==> config.mk <==
export PLATFORM = sky130hd
export DESIGN_NAME = irq_status_ctrl
export DESIGN_NICKNAME = d
export VERILOG_FILES = /design/src/rtl/irq_stat_pkg.sv /design/src/rtl/irq_host_if.sv /design/src/rtl/irq_stat_reg.sv /design/src/rtl/irq_mask_reg.sv /design/src/rtl/irq_out_stage.sv /design/src/rtl/irq_status_ctrl.sv
export SDC_FILE = /design/constraint.sdc
export NUM_CORES = 1
export LEC_CHECK = 0
export CORE_UTILIZATION = 31
export DETAILED_ROUTE_END_ITERATION = 16
export GPL_TIMING_DRIVEN = 1
export PLACE_DENSITY = 0.74
export SYNTH_ARGS = -nofsm -noshare
export SYNTH_HDL_FRONTEND = slang
export SYNTH_HIERARCHICAL = 1
export SYNTH_SLANG_ARGS = --single-unit
==> constraint.sdc <==
create_clock -name clk -period 0.8 [get_ports clk]
set_input_delay 0.24 -clock clk [delete_from_list [all_inputs] [get_ports clk]]
set_output_delay 0.24 -clock clk [all_outputs]
set_load 0.02 [all_outputs]
==> src/rtl/irq_stat_pkg.sv <==
package irq_stat_pkg;
   localparam int STAT_W = 8;
   localparam int B_RX    = 0;
   localparam int B_TX    = 1;
   localparam int B_TXE   = 2;
   localparam int B_ALLOC = 3;
   localparam int B_OVRN  = 4;
   localparam logic [STAT_W-1:0] ACK_CLEARABLE = 8'hD6;
   localparam logic [STAT_W-1:0] STATUS_AT_RESET = 8'h04;
endpackage

==> src/rtl/irq_host_if.sv <==
module irq_host_if
   import irq_stat_pkg::*;
#(
   parameter int LVL_W = 3
) (
   input  logic              clk,
   input  logic              rst_n,
   input  logic              host_we,
   input  logic              host_sel,
   input  logic [STAT_W-1:0] host_wdata,
   input  logic [LVL_W-1:0]  txdq_level,
   output logic              ack_we,
   output logic              mask_we,
   output logic              txdq_pop
);
   always_comb begin
      ack_we   = host_we && !host_sel;
      mask_we  = host_we && host_sel;
      txdq_pop = ack_we && host_wdata[B_TX] && (txdq_level != '0);
   end

   // a pop only comes from an acknowledge carrying the transmit bit
   a_r5_pop_needs_ack: assert property (@(posedge clk) disable iff (!rst_n)
      txdq_pop |-> (host_we && !host_sel && host_wdata[B_TX]));
   a_r5_pop_needs_entry: assert property (@(posedge clk) disable iff (!rst_n)
      txdq_pop |-> (txdq_level != '0));
endmodule

==> src/rtl/irq_stat_reg.sv <==
module irq_stat_reg
   import irq_stat_pkg::*;
#(
   parameter int                LVL_W    = 3,
   parameter logic [STAT_W-1:0] ACK_MASK = ACK_CLEARABLE
) (
   input  logic              clk,
   input  logic              rst_n,
   input  logic              ack_we,
   input  logic [STAT_W-1:0] ack_val,
   input  logic              ev_rx,
   input  logic              ev_alloc,
   input  logic              ev_ovrn,
   input  logic              rx_pop,
   input  logic [LVL_W-1:0]  rxq_level,
   input  logic [LVL_W-1:0]  txq_level,
   input  logic [LVL_W-1:0]  txdq_level,
   output logic [STAT_W-1:0] status
);
   logic [STAT_W-1:0] set_v;
   logic [STAT_W-1:0] clr_v;

   always_comb begin
      set_v = '0;
      clr_v = '0;
      if (ack_we) clr_v = ack_val & ACK_MASK;
      if (rx_pop) begin
         if (rxq_level == '0) clr_v[B_RX] = 1'b1;
         else                 set_v[B_RX] = 1'b1;
      end
      set_v[B_RX]    = set_v[B_RX] | ev_rx;
      set_v[B_ALLOC] = ev_alloc;
      set_v[B_OVRN]  = ev_ovrn;
      set_v[B_TXE]   = (txq_level == '0);
      set_v[B_TX]    = (txdq_level != '0);
   end

   for (genvar b = 0; b < STAT_W; b++) begin : g_bit
      logic bit_q;
      always_ff @(posedge clk) begin
         if (!rst_n)         bit_q <= STATUS_AT_RESET[b];
         else if (set_v[b])  bit_q <= 1'b1;
         else if (clr_v[b])  bit_q <= 1'b0;
      end
      assign status[b] = bit_q;
   end

   // forced bits follow queue levels
   a_r2_txe_forced: assert property (@(posedge clk) disable iff (!rst_n)
      (txq_level == '0) |=> status[B_TXE]);
   a_r3_tx_forced: assert property (@(posedge clk) disable iff (!rst_n)
      (txdq_level != '0) |=> status[B_TX]);
   // the allocation bit cannot be acknowledged away
   a_r4_alloc_sticky: assert property (@(posedge clk) disable iff (!rst_n)
      status[B_ALLOC] |=> status[B_ALLOC]);
   // overrun event sets its bit
   a_r6_ovrn_set: assert property (@(posedge clk) disable iff (!rst_n)
      ev_ovrn |=> status[B_OVRN]);
   // a pop that empties the receive queue drops the receive bit
   a_r7_rx_empty_clear: assert property (@(posedge clk) disable iff (!rst_n)
      (rx_pop && rxq_level == '0 && !ev_rx) |=> !status[B_RX]);
endmodule

==> src/rtl/irq_mask_reg.sv <==
module irq_mask_reg
   import irq_stat_pkg::*;
(
   input  logic              clk,
   input  logic              rst_n,
   input  logic              mask_we,
   input  logic [STAT_W-1:0] mask_wdata,
   output logic [STAT_W-1:0] mask
);
   always_ff @(posedge clk) begin
      if (!rst_n)       mask <= '0;
      else if (mask_we) mask <= mask_wdata;
   end

   // the mask only moves on its own write
   a_r8_mask_hold: assert property (@(posedge clk) disable iff (!rst_n)
      !mask_we |=> $stable(mask));
endmodule

==> src/rtl/irq_out_stage.sv <==
module irq_out_stage
   import irq_stat_pkg::*;
#(
   parameter bit OUT_REG = 1'b1
) (
   input  logic              clk,
   input  logic              rst_n,
   input  logic [STAT_W-1:0] status,
   input  logic [STAT_W-1:0] mask,
   output logic              irq
);
   logic pending;
   assign pending = |(status & mask);

   if (OUT_REG) begin : g_reg
      logic irq_q;
      always_ff @(posedge clk) begin
         if (!rst_n) irq_q <= 1'b0;
         else        irq_q <= pending;
      end
      assign irq = irq_q;
      // output follows the masked status one clock later
      a_r9_irq_follows: assert property (@(posedge clk) disable iff (!rst_n)
         pending |=> irq);
      a_r9_irq_quiet: assert property (@(posedge clk) disable iff (!rst_n)
         !pending |=> !irq);
   end else begin : g_comb
      assign irq = pending;
   end
endmodule

==> src/rtl/irq_status_ctrl.sv <==
module irq_status_ctrl
   import irq_stat_pkg::*;
#(
   parameter int                DEPTH    = 4,
   parameter logic [STAT_W-1:0] ACK_MASK = ACK_CLEARABLE,
   parameter bit                OUT_REG  = 1'b1,
   localparam int               LVL_W    = $clog2(DEPTH + 1)
) (
   input  logic              clk,
   input  logic              rst_n,
   input  logic              host_we,
   input  logic              host_sel,
   input  logic [7:0]        host_wdata,
   input  logic              ev_rx_done,
   input  logic              ev_alloc_done,
   input  logic              ev_rx_overrun,
   input  logic              rxq_pop,
   input  logic [LVL_W-1:0]  rxq_level,
   input  logic [LVL_W-1:0]  txq_level,
   input  logic [LVL_W-1:0]  txdq_level,
   output logic [7:0]        status_rd,
   output logic [7:0]        mask_rd,
   output logic              txdq_pop,
   output logic              irq
);
   if (DEPTH < 1) begin : g_bad_depth
      $error("irq_status_ctrl: DEPTH must be at least 1");
   end

   logic ack_we;
   logic mask_we;
   logic [STAT_W-1:0] status;
   logic [STAT_W-1:0] mask;

   irq_host_if #(.LVL_W(LVL_W)) u_host (
      .clk(clk), .rst_n(rst_n), .host_we(host_we), .host_sel(host_sel),
      .host_wdata(host_wdata), .txdq_level(txdq_level),
      .ack_we(ack_we), .mask_we(mask_we), .txdq_pop(txdq_pop)
   );

   irq_stat_reg #(.LVL_W(LVL_W), .ACK_MASK(ACK_MASK)) u_stat (
      .clk(clk), .rst_n(rst_n), .ack_we(ack_we), .ack_val(host_wdata),
      .ev_rx(ev_rx_done), .ev_alloc(ev_alloc_done), .ev_ovrn(ev_rx_overrun),
      .rx_pop(rxq_pop), .rxq_level(rxq_level), .txq_level(txq_level),
      .txdq_level(txdq_level), .status(status)
   );

   irq_mask_reg u_mask (
      .clk(clk), .rst_n(rst_n), .mask_we(mask_we), .mask_wdata(host_wdata),
      .mask(mask)
   );

   irq_out_stage #(.OUT_REG(OUT_REG)) u_out (
      .clk(clk), .rst_n(rst_n), .status(status), .mask(mask), .irq(irq)
   );

   assign status_rd = status;
   assign mask_rd   = mask;

   // reset leaves the status at transmit-empty alone
   a_r1_reset_state: assert property (@(posedge clk)
      !rst_n |=> (status_rd == STATUS_AT_RESET && mask_rd == '0));
endmodule

==> run_results.csv, run 1 <==
group,metric,value,unit
power,power_density,1315,mW/mm2
synth,synth_cell_types,21,
placed_design,io_buffers,39,
clocking,clock_latency,0.27,ns
worst_setup_path,reg2reg_depth,3,
worst_setup_path,reg2reg_to,"u_stat/g_bit[1].bit_q$_SDFFE_PN0P_",
clocking,cts-htree-levels,1,
synth,synth_flop_cell,"dfxtp_1",
timing,max_freq,940.3,MHz
routing,drt_iter0_markers,3,
grt,grt-ovfl-total,0,
routing,vias,644,
cells_and_area,fin_util,65.43,%
power,ir_drop,0.6329,mV
routing,avgRoutedWirePerCell,11.96,um
worst_setup_path,crit_cells,3,
worst_setup_path,endpoint_kind,"primary output",
grt,grt_max_degree,9,
worst_setup_path,slowest_stage,"o311a_4",
power,p_leak,0.5562,nW
synth,synth-seq-cells,14,
routing,avgViaCountPerCell,4.567,
timing,tns,-2.949,ns
synth,postSynthAreaPerCell,10.68,um2
timing,finalSetupViolCount,19,
power,p_total,1.689,mW
clocking,cts_tree,"done",
synth,synth.area.top_cells,"dfxtp_1, mux2i_1, buf_4, nor2b_1, a22oi_1",
synth,netlist_area,640.6,um2
worst_setup_path,crit_family,"compound AO/OA/AOI/OAI gates",
clocking,cts_buffer_depth,2,
timing,fin_ws,-0.2635,ns
timing,slew_violations,0,
timing,finalCriticalPeriod,1.063,ns
worst_setup_path,crit_required,0.56,ns
worst_setup_path,crit_type,"in -> out",
worst_hold_path,hold_class,"in -> reg",
cells_and_area,area_delta_synth_final,100.4,%
clocking,cts.sinks,14,
synth,ys_warn_count,6,
worst_setup_path,rr_startpoint,"u_stat/g_bit[1].bit_q$_SDFFE_PN0P_",
routing,drc,0,
run,drv_cap,0,
synth,synth_edf_count,0,
timing,hold_viol,0,
grt,grt_pass1_vias,621,
routing,detail-route-antenna-nets,0,
worst_setup_path,worstPathArrival,0.82,ns
synth,synth_most_common_cell,"dfxtp_1",
die,ioPinCount,43,
die,die_height,47.46,um
worst_setup_path,critPathMaxFanout,2,
worst_setup_path,worstPathCellList,"buf_6 > o311a_4 > buf_6",
die,start_util,32.65,%
status,run_status,"finished, violations left",
cells_and_area,diodes,0,
clocking,clk_pin_slew,0.08,ns
worst_setup_path,crit_top_cell,"buf_6",
synth,syn-instance-count,60,
grt,track_usage,16.20,%
clocking,cts_root_buffer,"clkbuf_4",
timing,rsz0062_at_grt,"yes",
die,fp-row-count,16,
clocking,cts-hold-fix-buffers,0,
grt,antenna_found_initial,0,
status,violations,"negative setup slack",
worst_setup_path,cp-endpoint,"txdq_pop",
routing,totalWireLength,1.687,mm
placed_design,dp_slack,-1.107,ns
die,dieArea,0.002252,mm2
placed_design,hpwlAfterDp,1.338,mm
die,core-area,0.001962,mm2
worst_setup_path,reg2reg_slack,-0.18,ns
worst_setup_path,critPathBufInv,2,
synth,synthTopCellsByCount,"dfxtp_1, buf_4, mux2i_1, nor2b_1, a22oi_1",
synth,seq_area_frac_synth,43.75,%
synth,ys_async_sr_fraction,0,%
placed_design,gp_congestion,0.6760,
die,fp.dieW,47.46,um
synth,yosysTopAreaCell,"dfxtp_1",
worst_setup_path,cp-startpoint,"txdq_level[1]",
worst_setup_path,slowest_delay,0.36,ns
cells_and_area,drive_gt1_share,59.65,%
synth,synth_top_area_share,43.75,%
routing,drtPass1Iterations,2,
timing,post-route-period-util,132.9,%
clocking,cts-buffers-inserted,3,
timing,fin_skew,0.002831,ns
grt,grt_pass1_wl,2.539,mm
cells_and_area,final_nets,141,
worst_setup_path,critical_path.startpoint_type,"input pin",
worst min path at each step:
| stage | startpoint | end | slack, ns | cells past startpoint |
|---|---|---|---|---|
| finish | rxq_pop | u_stat/g_bit[0].bit_q$_SDFFE_PN0P_ | 0.20 | 2 |
| CTS | txdq_level[1] | u_stat/g_bit[1].bit_q$_SDFFE_PN0P_ | 0.18 | 2 |
| global route | rxq_pop | u_stat/g_bit[0].bit_q$_SDFFE_PN0P_ | 0.20 | 2 |
| floorplan | rxq_pop | u_stat/g_bit[0].bit_q$_SDFFE_PN0P_ | 0.34 | 1 |
| global placement | u_stat/g_bit[3].bit_q$_SDFFE_PN0P_ | u_stat/g_bit[3].bit_q$_SDFFE_PN0P_ | 0.55 | 2 |
| detailed placement | u_stat/g_bit[3].bit_q$_SDFFE_PN0P_ | u_stat/g_bit[3].bit_q$_SDFFE_PN0P_ | 0.57 | 2 |
cells by family (layout without fill, tap and decap cells):
family          count (synthesis)  after routing  share of synthesized area (%)
mux                             8              8                          12.50
other cells                     1              3                         0.5854
flops                          14             14                          43.75
buf+inv                        11             63                          12.31
compound gates                 15             15                          19.14
simple gates                   11             11                          11.72
placed cells by master, fill, tap and decap left out:
| master | n |
|---|---|
| buf_6 | 25 |
| clkdlybuf4s50_1 | 15 |
| dfxtp_2 | 14 |
| buf_4 | 11 |
| mux2i_1 | 8 |
| nor2b_1 | 8 |
| a22oi_2 | 4 |
| clkbuf_4 | 3 |
| buf_2 | 3 |
| dlygate4sd2_1 | 3 |
| conb_1 | 3 |
| inv_1 | 2 |
| a21boi_1 | 2 |
| o21a_1 | 2 |
| dlymetal6s2s_1 | 1 |
| nor2b_4 | 1 |
| o311a_4 | 1 |
| and2_4 | 1 |
| a41oi_2 | 1 |
| a21bo_4 | 1 |
| o311ai_2 | 1 |
| o41a_1 | 1 |
| nor3_2 | 1 |
| o31ai_2 | 1 |
| a31oi_1 | 1 |
stage by stage:
step / area (um2) / hold slack (ns) / instances
after floorplan: 703.2 / 0.3392 / 62
after global placement: 1165 / 0.5513 / 136
after detailed placement: 1165 / 0.5664 / 136
after CTS: 1247 / 0.1767 / 140
after global routing: 1284 / 0.2007 / 141
final: 1284 / 0.1987 / 141
power by group:
part / switching (mW) / internal [mW] / total [mW]
clock: 0.217 / 0.174 / 0.391
sequential: 0.0307 / 0.747 / 0.777
combinational: 0.201 / 0.319 / 0.521
total: 0.449 / 1.24 / 1.69
per-layer routing:
layer | GRT usage (%) | vias up | wire (um)
li1 | - | 313 | -
met1 | 17.55 | 300 | 658
met2 | 30.96 | 29 | 898
met3 | 3.396 | 2 | 123
met4 | 5.143 | 0 | 8
met5 | 0 | - | 0
cell type report:
type	count	area, um2
flip-flops and latches	14	297.8
repair buffers	58	568.0
clock buffers	3	22.52
multi-input cells	37	354.1
well taps	27	33.78
fillers	166	678.2
inverters	2	7.507
state kept, by name (all words and copies together) (netlist names):
| name | cells |
|---|---|
| u_stat/g_bit.bit_q | 5 |
| u_mask/mask | 8 |
| u_out/irq | 1 |
timing repair:
action                                  4_1_cts  5_1_grt
pin swaps                                     8        3
endpoints found under the setup margin       28       21
resized for setup                           137        6
buffers inserted                              1        1
(Power assumes the default switching activity.)
==> run 2, diff against run 1 <==
--- a/config.mk
+++ b/config.mk
@@ -9,6 +9,7 @@
 export DETAILED_ROUTE_END_ITERATION = 16
 export GPL_TIMING_DRIVEN = 1
 export PLACE_DENSITY = 0.74
+export SLEW_MARGIN = 20
 export SYNTH_ARGS = -nofsm -noshare
 export SYNTH_HDL_FRONTEND = slang
 export SYNTH_HIERARCHICAL = 1
==> results of run 2 <==
Same layout as run 1: the final DEF is identical, and so are final timing and power.
